### src/rtl/mbx_pkg.sv
package mbx_pkg;

  localparam int unsigned OFS_VERSION = 32'h000;
  localparam int unsigned OFS_CONFIG  = 32'h010;
  localparam int unsigned OFS_MSG     = 32'h040;
  localparam int unsigned OFS_FULL    = 32'h080;
  localparam int unsigned OFS_COUNT   = 32'h0C0;
  localparam int unsigned OFS_USER    = 32'h100;
  localparam logic [31:0] CONFIG_KEEP = 32'h0000_0011;

  function automatic int unsigned msg_ofs(int unsigned m);
    return OFS_MSG + 4 * m;
  endfunction

  function automatic int unsigned full_ofs(int unsigned m);
    return OFS_FULL + 4 * m;
  endfunction

  function automatic int unsigned count_ofs(int unsigned m);
    return OFS_COUNT + 4 * m;
  endfunction

  function automatic int unsigned status_ofs(int unsigned u);
    return OFS_USER + 8 * u;
  endfunction

  function automatic int unsigned enable_ofs(int unsigned u);
    return OFS_USER + 8 * u + 4;
  endfunction

  function automatic int unsigned newmsg_bit(int unsigned m);
    return 2 * m;
  endfunction

  function automatic int unsigned notfull_bit(int unsigned m);
    return 2 * m + 1;
  endfunction

endpackage

### src/rtl/mbx_fifo.sv
module mbx_fifo #(
  parameter int DATA_W = 32,
  parameter int DEPTH  = 4,
  parameter int CNT_W  = $clog2(DEPTH + 1)
) (
  input  logic              clk,
  input  logic              rst_n,
  input  logic              push_req,
  input  logic              pop_req,
  input  logic [DATA_W-1:0] wdata,
  output logic [DATA_W-1:0] head,
  output logic [CNT_W-1:0]  count,
  output logic              full,
  output logic              push_ok,
  output logic              left_full,
  output logic              ovf
);

  localparam int PTR_W = (DEPTH > 1) ? $clog2(DEPTH) : 1;

  logic [DATA_W-1:0] mem [DEPTH];
  logic [PTR_W-1:0]  rd_ptr, wr_ptr;
  logic              empty, pop_ok;

  function automatic logic [PTR_W-1:0] ptr_next(logic [PTR_W-1:0] p);
    return (p == PTR_W'(DEPTH - 1)) ? '0 : p + PTR_W'(1);
  endfunction

  assign empty     = (count == '0);
  assign full      = (count == CNT_W'(DEPTH));
  assign pop_ok    = pop_req && !empty;
  assign push_ok   = push_req && (!full || pop_ok);
  assign left_full = pop_ok && full && !push_req;
  assign head      = empty ? '0 : mem[rd_ptr];

  always_ff @(posedge clk) begin
    if (push_ok) mem[wr_ptr] <= wdata;
  end

  always_ff @(posedge clk) begin
    if (!rst_n) begin
      rd_ptr <= '0;
      wr_ptr <= '0;
      count  <= '0;
      ovf    <= 1'b0;
    end else begin
      if (push_ok) wr_ptr <= ptr_next(wr_ptr);
      if (pop_ok)  rd_ptr <= ptr_next(rd_ptr);
      case ({push_ok, pop_ok})
        2'b10:   count <= count + CNT_W'(1);
        2'b01:   count <= count - CNT_W'(1);
        default: count <= count;
      endcase
      if (push_req && !push_ok) ovf <= 1'b1;
    end
  end


  count_bound_chk: assert property (@(posedge clk) disable iff (!rst_n)
    count <= CNT_W'(DEPTH));


  drop_full_chk: assert property (@(posedge clk) disable iff (!rst_n)
    (push_req && full && !pop_req) |=> ($stable(count) && ovf));


  empty_pop_chk: assert property (@(posedge clk) disable iff (!rst_n)
    (pop_req && empty && !push_req) |=> (count == '0));


  swap_full_chk: assert property (@(posedge clk) disable iff (!rst_n)
    (push_req && pop_req && full) |=> (full && $stable(ovf)));


  left_full_chk: assert property (@(posedge clk) disable iff (!rst_n)
    left_full |=> !full);

endmodule

### src/rtl/mbx_user.sv
module mbx_user #(
  parameter int EVW = 8
) (
  input  logic           clk,
  input  logic           rst_n,
  input  logic [EVW-1:0] evt_set,
  input  logic           ack_we,
  input  logic [EVW-1:0] ack_mask,
  input  logic           en_we,
  input  logic [EVW-1:0] en_wdata,
  output logic [EVW-1:0] status,
  output logic [EVW-1:0] enable,
  output logic           irq
);

  logic [EVW-1:0] clr_bits;
  logic [EVW-1:0] status_nxt;

  assign clr_bits   = ack_we ? ack_mask : '0;
  assign status_nxt = (status & ~clr_bits) | evt_set;

  always_ff @(posedge clk) begin
    if (!rst_n) begin
      status <= '0;
      enable <= '0;
      irq    <= 1'b0;
    end else begin
      status <= status_nxt;
      if (en_we) enable <= en_wdata;
      irq <= |(status & enable);
    end
  end


  evt_lands_chk: assert property (@(posedge clk) disable iff (!rst_n)
    (|evt_set) |=> ((status & $past(evt_set)) == $past(evt_set)));


  ack_clears_chk: assert property (@(posedge clk) disable iff (!rst_n)
    (ack_we && ((ack_mask & evt_set) == '0)) |=> ((status & $past(ack_mask)) == '0));


  zero_keeps_chk: assert property (@(posedge clk) disable iff (!rst_n)
    ack_we |=> ((status & $past(status) & ~$past(ack_mask)) == ($past(status) & ~$past(ack_mask))));


  irq_quiet_chk: assert property (@(posedge clk) disable iff (!rst_n)
    ((status & enable) == '0) |=> !irq);


  irq_fire_chk: assert property (@(posedge clk) disable iff (!rst_n)
    (|(status & enable)) |=> irq);

endmodule

### src/rtl/ipc_mailbox.sv
module ipc_mailbox
  import mbx_pkg::*;
#(
  parameter int          DATA_W    = 32,
  parameter int          ADDR_W    = 12,
  parameter int          NUM_BOX   = 4,
  parameter int          NUM_USER  = 4,
  parameter int          DEPTH     = 4,
  parameter logic [3:0]  REV_MAJOR = 4'd2,
  parameter logic [3:0]  REV_MINOR = 4'd0
) (
  input  logic              clk,
  input  logic              rst_n,
  input  logic [ADDR_W-1:0] bus_addr,
  input  logic              bus_we,
  input  logic [DATA_W-1:0] bus_wdata,
  input  logic              bus_re,
  output logic [DATA_W-1:0] bus_rdata,
  output logic [NUM_USER-1:0] irq_out
);

  localparam int EVW   = 2 * NUM_BOX;
  localparam int CNT_W = $clog2(DEPTH + 1);

  logic [NUM_BOX-1:0]  hit_msg, hit_full, hit_cnt;
  logic [NUM_USER-1:0] hit_sts, hit_en;
  logic                hit_ver, hit_cfg;

  logic [DATA_W-1:0] box_head [NUM_BOX];
  logic [CNT_W-1:0]  box_cnt  [NUM_BOX];
  logic [NUM_BOX-1:0] box_full, box_push_ok, box_left_full, box_ovf;
  logic [EVW-1:0]    evt_vec;

  logic [EVW-1:0] usr_status [NUM_USER];
  logic [EVW-1:0] usr_enable [NUM_USER];

  logic [DATA_W-1:0] cfg_q;

  assign hit_ver = (bus_addr == ADDR_W'(OFS_VERSION));
  assign hit_cfg = (bus_addr == ADDR_W'(OFS_CONFIG));

  for (genvar m = 0; m < NUM_BOX; m++) begin : g_box
    assign hit_msg[m]  = (bus_addr == ADDR_W'(msg_ofs(m)));
    assign hit_full[m] = (bus_addr == ADDR_W'(full_ofs(m)));
    assign hit_cnt[m]  = (bus_addr == ADDR_W'(count_ofs(m)));

    mbx_fifo #(.DATA_W(DATA_W), .DEPTH(DEPTH), .CNT_W(CNT_W)) i_fifo (
      .clk       (clk),
      .rst_n     (rst_n),
      .push_req  (bus_we && hit_msg[m]),
      .pop_req   (bus_re && hit_msg[m]),
      .wdata     (bus_wdata),
      .head      (box_head[m]),
      .count     (box_cnt[m]),
      .full      (box_full[m]),
      .push_ok   (box_push_ok[m]),
      .left_full (box_left_full[m]),
      .ovf       (box_ovf[m])
    );

    assign evt_vec[newmsg_bit(m)]  = box_push_ok[m];
    assign evt_vec[notfull_bit(m)] = box_left_full[m];
  end

  for (genvar u = 0; u < NUM_USER; u++) begin : g_user
    assign hit_sts[u] = (bus_addr == ADDR_W'(status_ofs(u)));
    assign hit_en[u]  = (bus_addr == ADDR_W'(enable_ofs(u)));

    mbx_user #(.EVW(EVW)) i_user (
      .clk      (clk),
      .rst_n    (rst_n),
      .evt_set  (evt_vec),
      .ack_we   (bus_we && hit_sts[u]),
      .ack_mask (bus_wdata[EVW-1:0]),
      .en_we    (bus_we && hit_en[u]),
      .en_wdata (bus_wdata[EVW-1:0]),
      .status   (usr_status[u]),
      .enable   (usr_enable[u]),
      .irq      (irq_out[u])
    );
  end

  always_ff @(posedge clk) begin
    if (!rst_n) cfg_q <= '0;
    else if (bus_we && hit_cfg) cfg_q <= bus_wdata & DATA_W'(CONFIG_KEEP);
  end

  always_comb begin
    bus_rdata = '0;
    if (hit_ver) bus_rdata = DATA_W'({REV_MAJOR, REV_MINOR});
    if (hit_cfg) bus_rdata = cfg_q;
    for (int m = 0; m < NUM_BOX; m++) begin
      if (hit_msg[m])  bus_rdata = box_head[m];
      if (hit_full[m]) bus_rdata = DATA_W'({box_ovf[m], box_full[m]});
      if (hit_cnt[m])  bus_rdata = DATA_W'(box_cnt[m]);
    end
    for (int u = 0; u < NUM_USER; u++) begin
      if (hit_sts[u]) bus_rdata = DATA_W'(usr_status[u]);
      if (hit_en[u])  bus_rdata = DATA_W'(usr_enable[u]);
    end
  end


  cfg_bits_chk: assert property (@(posedge clk) disable iff (!rst_n)
    (cfg_q & ~DATA_W'(CONFIG_KEEP)) == '0);


  irq_reset_chk: assert property (@(posedge clk)
    !rst_n |=> (irq_out == '0));

endmodule

### config.mk
export PLATFORM = sky130hd
export DESIGN_NAME = ipc_mailbox
export DESIGN_NICKNAME = d
export VERILOG_FILES = /design/src/rtl/mbx_pkg.sv /design/src/rtl/mbx_fifo.sv /design/src/rtl/mbx_user.sv /design/src/rtl/ipc_mailbox.sv
export SDC_FILE = /design/constraint.sdc
export NUM_CORES = 1
export LEC_CHECK = 0
export BUFFER_PORTS_ARGS = -buffer_cell sky130_fd_sc_hd__clkbuf_2
export CORE_AREA = 3 3 202 204
export CTS_BUF_LIST = sky130_fd_sc_hd__clkbuf_2 sky130_fd_sc_hd__clkbuf_4 sky130_fd_sc_hd__clkbuf_8
export DETAILED_ROUTE_END_ITERATION = 8
export DIE_AREA = 0 0 205 207
export GPL_TIMING_DRIVEN = 0
export MAX_ROUTING_LAYER = met4
export PLACE_DENSITY_LB_ADDON = 0.08
export SETUP_SLACK_MARGIN = 0.15
export SLEW_MARGIN = 40
export SYNTH_ARGS = -nofsm -noshare
export SYNTH_HDL_FRONTEND = slang
export SYNTH_SLANG_ARGS = --single-unit
### constraint.sdc
create_clock -name clk -period 4.65 [get_ports clk]
set_input_delay 0.93 -clock clk [delete_from_list [all_inputs] [get_ports clk]]
set_output_delay 0.93 -clock clk [all_outputs]
set_load 0.05 [all_outputs]
# Yosys cells after proc, flatten, opt, wreduce, memory -nomap -nowiden
# Memory sizes are Yosys's and may differ from the RTL's. A register that Yosys moved wholly into a read port is not among the register bits.
# Cells that the tools add are included.
# word_totals
regBits	102
ram_bits	512
input_bits	48
output_inout_bits	36
memories	4
# op_classes
n_addsub	16
n_eq_ne	41
n_mux	58
n_bitwise	16
reduce_logical	70
# memory_table
memory	depth	width	read_ports	rd_ports_with_merged_regs	write_ports	line	source
g_box[0].i_fifo.mem	4	32	1	1	1	mbx_fifo.sv:21	logic [DATA_W-1:0] mem [DEPTH];
g_box[1].i_fifo.mem	4	32	1	1	1	mbx_fifo.sv:21	
g_box[2].i_fifo.mem	4	32	1	1	1	mbx_fifo.sv:21	
g_box[3].i_fifo.mem	4	32	1	1	1	mbx_fifo.sv:21	
# ops
operator	n
2-to-1 mux 32 bit	25
== test 12 x 8 -> 1 bit, second input constant	8
== test 12 x 9 -> 1 bit, second input constant	8
AND 8 bit	8
== test 12 x 7 -> 1 bit, second input constant	4
logical AND 1 bit	37
2-to-1 mux 2 bit	16
2-to-1 mux 8 bit	4
inverter 8 bit	4
bitwise OR 8 bit	4
OR reduction 8 bit	4
== test 2 bit, second input constant	12
case mux 3 bit (2 select lines)	4
adder 2 x 1 -> 2 bit, second input constant	8
logical NOT 1 bit	16
adder 3 x 1 -> 3 bit, second input constant	4
== test 12 x 5 -> 1 bit, second input constant	1
== test 3 bit, second input constant	4
logical NOT 12 bit	1
logical NOT 3 bit	4
subtractor 3 x 1 -> 3 bit, second input constant	4
== test 2 x 1 -> 1 bit, second input constant	4
2-to-1 mux 1 bit	8
nonzero test 2 bit	4
other kinds (2)	5

# Depth between registers and ports, before layout
# Gate-level depths: netlist of the first run.
# depth
word_depth	23
depth_mapped	14
ltp_nobuf	11

# Hierarchy
# A second synthesis of the first run with hierarchy kept.
# unflattened
hier_cells	1673
area_unflattened_um2	26793.2
# by_module_without_submodules
mod	instances	cells_each	area_per_inst_um2	seq_area_each_um2
mbx_fifo at g_box[2].i_fifo ...	2	276	5526.6	4043.9
mbx_fifo at g_box[0].i_fifo ...	2	273	5479.0	4043.9
mbx_user	4	57	635.6	340.3
ipc_mailbox	1	347	2239.6	40.0

# Worst setup path after synthesis of the first run
# No wires, ideal clock.
# synth_path
path_kind	input-to-output
from	input bus_addr[3]
to	output bus_rdata[3]
arrival_time_ns	3.580
t_required_ns	3.720
slack_ns	0.140
stages	7
cell_sequence	buf_2 -> or4b_1 -> buf_2 -> nor3_2 -> buf_2 -> nor3_1 -> a211oi_1
# synth_between
elab_chain_cells	22
word_cells_on_any_way	42
cone_classes	eq/ne (21); mux (21)
# synth_rtl
element	line	source
from (decl)	ipc_mailbox.sv:14	input logic [ADDR_W-1:0] bus_addr,
== test 12 x 5 -> 1 bit	ipc_mailbox.sv:40	assign hit_cfg = (bus_addr == ADDR_W'(OFS_CONFIG));
2-to-1 mux 32 bit	ipc_mailbox.sv:91	if (hit_cfg) bus_rdata = cfg_q;
2-to-1 mux 32 bit	ipc_mailbox.sv:93	if (hit_msg[m]) bus_rdata = box_head[m];
2-to-1 mux 32 bit	ipc_mailbox.sv:94	if (hit_full[m]) bus_rdata = DATA_W'({box_ovf[m], box_full[m]});
2-to-1 mux 32 bit	ipc_mailbox.sv:95	if (hit_cnt[m]) bus_rdata = DATA_W'(box_cnt[m]);
2-to-1 mux 32 bit	ipc_mailbox.sv:93	
2-to-1 mux 32 bit	ipc_mailbox.sv:94	
2-to-1 mux 32 bit	ipc_mailbox.sv:95	
[... 6 more ...]	n/a	
2-to-1 mux 32 bit	ipc_mailbox.sv:98	if (hit_sts[u]) bus_rdata = DATA_W'(usr_status[u]);
2-to-1 mux 32 bit	ipc_mailbox.sv:99	if (hit_en[u]) bus_rdata = DATA_W'(usr_enable[u]);
2-to-1 mux 32 bit	ipc_mailbox.sv:98	
2-to-1 mux 32 bit	ipc_mailbox.sv:99	
2-to-1 mux 32 bit	ipc_mailbox.sv:98	
2-to-1 mux 32 bit	ipc_mailbox.sv:99	
2-to-1 mux 32 bit	ipc_mailbox.sv:98	
2-to-1 mux 32 bit (*)	ipc_mailbox.sv:99	
to (decl)	ipc_mailbox.sv:18	output logic [DATA_W-1:0] bus_rdata,
# Every way passes the cells marked *; elsewhere a longest branch is shown, timed or not.

# Final worst setup path of the first run
# layout_path
from	input bus_addr[0]
to	output bus_rdata[0]
# The elaborated chain is that of the path after synthesis.

==> impl_results.md, run 1 <==
* Number of nets with antenna violations after detailed routing at 0
* Tot Pwr at around 11000 uW
* Initial antenna violation count at 1
* Post-synthesis instance total at 1532
* Post-synth EDFFs at between 500 and 600
* DR top layer: met4
* Number of global-route vias before repair at between 15k and 20k
* DRT Pass-1 Iters at 5
* First DRT Iteration DRCs at 1669
* FF/Latch Area at 17600 um2
* Yosys reg bits at roughly 620
* Total CTS buffers at 96
* Mapped cell area at roughly 25000 um2
* Chip width at slightly above 200 um
* Synth area leaders: edfxtp_1 62%, mux4_2 12%, dfxtp_1 8.8%
* Most frequent cell after synthesis: edfxtp_1
* Power Density at 376 nW/um2
* Synth warn at 0
* Critical path launch point type: primary input
* Layout cells sized above 1 at 0.272
* Layout fillers at roughly 2.5k
* Tmin final at approximately 4500 ps
* Slew @ Worst Pin at approximately 870 ps
* DR vias/cell at around 6.4
* Critical path type: in2out
* Cell count after placement at approximately 2.2k
* Fmax at 224 MHz
* Post-Synth XOR/XNOR Area at 0.00281
* CTS tree: built
* Outcome: finished, final reports clean
* Leakage at approximately 0.0093 uW
* CTS Root Cell: clkbuf_8
* Max VDD drop at about 0.00037 V
* Crit. End Element: output pin
* GP Congestion at 0.955
* Drt total wl at 64700 um
* Top FF cell, synth: edfxtp_1
* WL met2 at 31300 um
* Rows at 73
* Synth cell types at 67
* Final hold slack at 476 ps
* Post-Syn Area per Cell at around 16 um2
* Slew margin rel. at 0.422
* Max-cap viol count at 0
* DR DRC count at 0
* Non-filler cells in the finished layout at about 2.3k
* Clock Latency Late Sink at 680 ps
* Final Hold Vio Count at 0
* Reg clk slew, reported paths at ~50 ps
* Clock Skew at approximately 26 ps
* Final setup violation count at 0
* Core Area at around 39000 um2
* Crit share post-route at 0.962
* Largest net degree at the start of global routing at 31
* WP data arrival at roughly 3500 ps
* Top fanout value on the critical path at 9
* Share of flip-flops with an asynchronous set or reset at 0
* Clk buf depth at 3
* Hpwl dp at roughly 43000 um
* Routed WL per cell at approximately 28 um
* WL met3 at 4600 um
* Gr usage total at 0.321
* First-pass GRT wire length at around 96000 um
* Yosys top cell area share at 0.617
* Syn_nets at between 1.5k and 2k
* I/O pins at 84
* Combinational family with the most area after synthesis: multiplexers
* Most frequent cells after synthesis: 512 x edfxtp_1, 155 x nand2_1, 128 x mux4_2
* Synthesis-to-layout area growth at 14.2%
* Internal at about 8500 uW
* H-tree levels at 3
* PortBufs at approximately 80
* Net Sw Frac at 0.207
* Synth Area in Adders at 0.0153
* Sequential share of power at 0.563
* Total global routing overflow at 0
* Final #Nets at approximately 1.8k
* Post-synth top area cell: edfxtp_1
* Synth Area in Simple Gates at 0.0738
* Clock Power Share at 0.421
* Final core utilization at 0.721
* Via count at 15.0k
* Req. time, crit path at 3720 ps
* M1 wire length at 26000 um
* Starting Density at 0.632
* Die Span Y at 207 um
* Fin. max-slew vios at 0
* HP Class: reg2reg
* Die ar. at between 40000 and 50000 um2
* NetSw at 2210 uW
* Mux share of post-synthesis cell area at 0.118
* Area taken by multi-input logic gates at between 6000 and 7000 um2
* Combinational share of power at 0.017
* Clock sinks at 622
* RSZ-0062 raised after global routing: true
* Synth Area in Compound Gates at 0.0634
* Sequential share of the synthesized area at 0.705
-- placed cells by master, fill, tap and decap left out, drive strengths merged, types with 8 or more instances in the layout --
master  count
nand2     155
a22oi      82
or3        10
xor2        8
edfxtp    512
mux4      128
and2       20
o21ai      15
o22ai      10
inv        33
a21oi      98
clkbuf    270
nor3       19
dfxtp     110
ha         24
clkinv     29
buf        69
nand3      59
nor2       65
-- registers in the layout, indices dropped and copies added (netlist names), named ones only --
register / flops
g_box.i_fifo.mem: 512
cfg_q: 2
g_user.i_user.enable: 32
g_box.i_fifo.rd_ptr: 8
g_user.i_user.irq: 4
g_user.i_user.status: 32
g_box.i_fifo.count: 12
g_box.i_fifo.wr_ptr: 8
g_box.i_fifo.ovf: 4
-- power groups by stage --
stage / logic [uW] / registers (uW) / clock network, uW
2_1_floorplan: 52.3 / 6140 / 0
3_3_place_gp: 160 / 6140 / 0
3_5_place_dp: 170 / 6140 / 0
4_1_cts: 172 / 6020 / 4570
5_1_grt: 189 / 6020 / 4820
6_report: 177 / 6020 / 4500
-- worst paths after layout --
path	from	end	slack, ps	depth (start not counted)
max	bus_addr[0]	bus_rdata[0]	180	10
min	g_user[0].i_user.enable[0]	g_user[0].i_user.enable[0]	480	2
max reg2reg	g_box[0].i_fifo.count[2]	g_box[0].i_fifo.count[2]	1570	12
min reg2reg	g_user[0].i_user.enable[0]	g_user[0].i_user.enable[0]	480	2
-- logic make-up (layout without fill, tap and decap cells) --
kind of cell,after synthesis,after routing
buffers and inverters,125,403
xor gates and xnor gates,8,8
muxes,135,135
other,0,1
and+or+nand+nor,370,370
DFF,622,622
AOI/OAI and AO/OA,244,244
adders and majority gates,28,28
-- metal layers --
metal	global-route usage	vias to the layer above
li1	-	6480
met1	0.435	7683
met2	0.486	727
met3	0.0578	145
met4	0.139	0
met5	-	-
-- what timing repair did --
item                                    in CTS  in global routing
hold buffers                                 0                  0
gates resized for setup                     13                 20
endpoints found under the setup margin      28                 17
pin swaps                                    3                  1
buffers inserted                             5                  2
-- worst max-delay path, stage by stage --
cell and delay, ps:
clkbuf_1 420, nor4bb_1 120, clkbuf_2 240, and3_1 190, clkbuf_1 210, nor2_2 450
o2111ai_1 280, a211oi_1 300, a21oi_1 140, clkbuf_2 250
-- stage by stage --
| step | cell area [um2] | worst slack (ps) | setup TNS, ps |
|---|---|---|---|
| after floorplan | 24900 | 313 | 0 |
| after global placement | 26000 | -840 | -223090 |
| after detailed placement | 26400 | -231 | -1930 |
| after CTS | 28400 | 141 | 0 |
| after global routing | 28500 | 112 | 0 |
| final | 28500 | 177 | 0 |
-- cell type report --
class / count / share of cell area
antenna: 1 / 0.0000879
buffer: 95 / 0.0162
clock buffer: 142 / 0.0603
clock inverter: 34 / 0.00747
inverter: 30 / 0.00396
multi-input combinational: 785 / 0.244
sequential: 622 / 0.617
tap: 525 / 0.0231
timing repair buffer: 102 / 0.0276
Note: power is estimated with default switching activity, not from simulation.
==> inputs of run 2 (changes only) <==
--- a/config.mk
+++ b/config.mk
@@ -6,10 +6,9 @@
 export NUM_CORES = 1
 export LEC_CHECK = 0
 export BUFFER_PORTS_ARGS = -buffer_cell sky130_fd_sc_hd__clkbuf_2
-export CORE_AREA = 3 3 202 204
-export CTS_BUF_LIST = sky130_fd_sc_hd__clkbuf_2 sky130_fd_sc_hd__clkbuf_4 sky130_fd_sc_hd__clkbuf_8
+export CORE_AREA = 3 3 205 207
 export DETAILED_ROUTE_END_ITERATION = 8
-export DIE_AREA = 0 0 205 207
+export DIE_AREA = 0 0 208 210
 export GPL_TIMING_DRIVEN = 0
 export MAX_ROUTING_LAYER = met4
 export PLACE_DENSITY_LB_ADDON = 0.08
==> impl_results.md, run 2 (synthesis results as in run 1) <==
* Met3 usage at 0.0467
* Commonest cells after routing, fill and taps aside: 512 x edfxtp_1, 155 x nand2_1, 128 x mux4_2
* Total CTS buffers at a little over 60
* Power Density at ~390 nW/um2
* HP Class: reg2reg
* DRT Pass-1 Iters at 6
* Number of global-route vias before repair at approximately 15k
* Final Hold Vio Count at 0
* Setup crit start: bus_addr[0]
* Top reg by flops: g_box.i_fifo.mem
* Fin. max-slew vios at 0
* Tmin final at between 4000 and 5000 ps
* Slew @ Worst Pin at about 870 ps
* WP data arrival at 3550 ps
* Slew margin rel. at 0.419
* Drt total wl at approximately 66000 um
* DR DRC count at 0
* DR vias/cell at roughly 6.6
* Hold buffers post-CTS at 0
* Clk buf depth at 3
* CTS tree: built
* Fmax at 223 MHz
* Outcome: finished, final reports clean
* PortBufs at between 70 and 80
* First DRT Iteration DRCs at 1748
* Fin area at between 20000 and 30000 um2
* Largest net degree at the start of global routing at 29
* GR Layer Usage met1 at 0.430
* Endpoint of the worst register-to-register path: g_box[0].i_fifo.count[2]
* Die ar. at about 44000 um2
* Core Area at approximately 41000 um2
* Layout cells sized above 1 at 0.244
* Critical path type: in2out
* First-pass GRT wire length at just under 100000 um
* Tot Pwr at approximately 11000 uW
* Initial antenna violation count at 2
* Number of nets with antenna violations after detailed routing at 0
* Reg clk slew, reported paths at around 60 ps
* Met2 Track Usage GR at 0.497
* Req. time, crit path at between 3000 and 4000 ps
* Max reg flops at approximately 510
* Final core utilization at 0.705
* Clock Latency Late Sink at about 640 ps
* RSZ-0062 raised after global routing: false
* Die Span Y at ~210 um
* Final setup violation count at 0
* Leakage at about 0.0093 uW
* CTS Root Cell: clkbuf_16
* Cell count after placement at 2159
* GP Congestion at approximately 0.95
* Critical path launch point type: primary input
* Clock sinks at ~620
* Total global routing overflow at 0
* Via count at around 15k
* Place WS at -288 ps
* Starting Density at 0.615
* Max-cap viol count at 0
* Clock Skew at approximately 25 ps
* R2R Setup Slk at between 1500 and 2000 ps
* Area after DPL at roughly 26000 um2
* Largest regs: g_box.i_fifo.mem (512), g_user.i_user.enable (32), g_user.i_user.status (32)
* Commonest non-fill, non-tap cell in the layout: edfxtp_1
* Final #Nets at around 1.8k
* Worst Reg-to-Reg Cells at 12
* Hpwl dp at 41400 um
* Worst setup margin at about 170 ps
* Non-filler cells in the finished layout at 2290
* Routed WL per cell at roughly 29 um
* GR peak layer: met2
* Crit share post-route at 0.963
* Crit. End Element: output pin
* Chip width at between 200 and 250 um
* I/O pins at between 80 and 90
* FF-to-FF Start: g_box[0].i_fifo.count[2]
* H-tree levels at 2
* Top fanout value on the critical path at 9
* Synthesis-to-layout area growth at 14.7%
* Rows at 74
* Crit path capture: bus_rdata[5]
* Max VDD drop at ~0.00034 V
* Gr usage total at 0.318
[run 2: final cells by class]
| cell class | instances | area (um2) |
|---|---|---|
| Inverter | 30 | 113 |
| Buffer | 95 | 469 |
| Clock inverter | 32 | 329 |
| Sequential cell | 622 | 17600 |
| Clock buffer | 82 | 1650 |
| Multi-Input combinational cell | 785 | 6950 |
| Tap cell | 532 | 666 |
| Timing Repair Buffer | 110 | 843 |
| Antenna cell | 2 | 5.00 |
| Fill cell | 2608 | 12000 |
[run 2: worst min path at each step]
stage / from / endpoint / slack, ps / cells past startpoint
4_1_cts: g_box[0].i_fifo.ovf / g_box[0].i_fifo.ovf / 470 / 1
3_5_place_dp: g_box[0].i_fifo.ovf / g_box[0].i_fifo.ovf / 460 / 1
6_report: g_box[0].i_fifo.ovf / g_box[0].i_fifo.ovf / 470 / 1
3_3_place_gp: g_box[0].i_fifo.ovf / g_box[0].i_fifo.ovf / 450 / 1
5_1_grt: g_user[1].i_user.status[3] / g_user[1].i_user.status[3] / 490 / 2
2_1_floorplan: g_box[3].i_fifo.ovf / g_box[3].i_fifo.ovf / 440 / 2
[run 2: what timing repair did]
| action | CTS | global route |
|---|---|---|
| endpoints found under the setup margin | 29 | 26 |
| buffers inserted | 8 | 7 |
| cloned | 0 | 0 |
| pin swaps | 3 | 2 |
| gates resized for setup | 13 | 21 |
[run 2: per-stage QoR]
| stage | TNS, ps | hold slack [ps] |
|---|---|---|
| after CTS | 0 | 470 |
| after detailed placement | -2760 | 456 |
| after global routing | 0 | 492 |
| after global placement | -221500 | 452 |
| after floorplan | 0 | 436 |
| final | 0 | 473 |
[run 2: report_power, final]
part / internal, uW / leakage, uW / switching (uW)
registers: 6020 / 0.00549 / 0.104
clock network: 2770 / 0.000950 / 2070
logic: 33.7 / 0.00285 / 146
[run 2: routing by layer]
metal  wire length (um)  part of all wire  vias to the layer above
met1              25700              0.39                     7731
li1                   -                 -                     6396
met5                  0                 0                        -
met4               2850             0.043                        0
met3               5590             0.084                      164
met2              32200              0.49                      807
[run 2: worst max-delay path: stages]
cell       delay [ps]
clkbuf_1          250
or4b_1            520
buf_2             230
nor4_4            270
buf_4             180
buf_4             120
a22oi_1           100
nand3_1           200
o2111ai_1         210
a31oi_1           230
buf_2             290
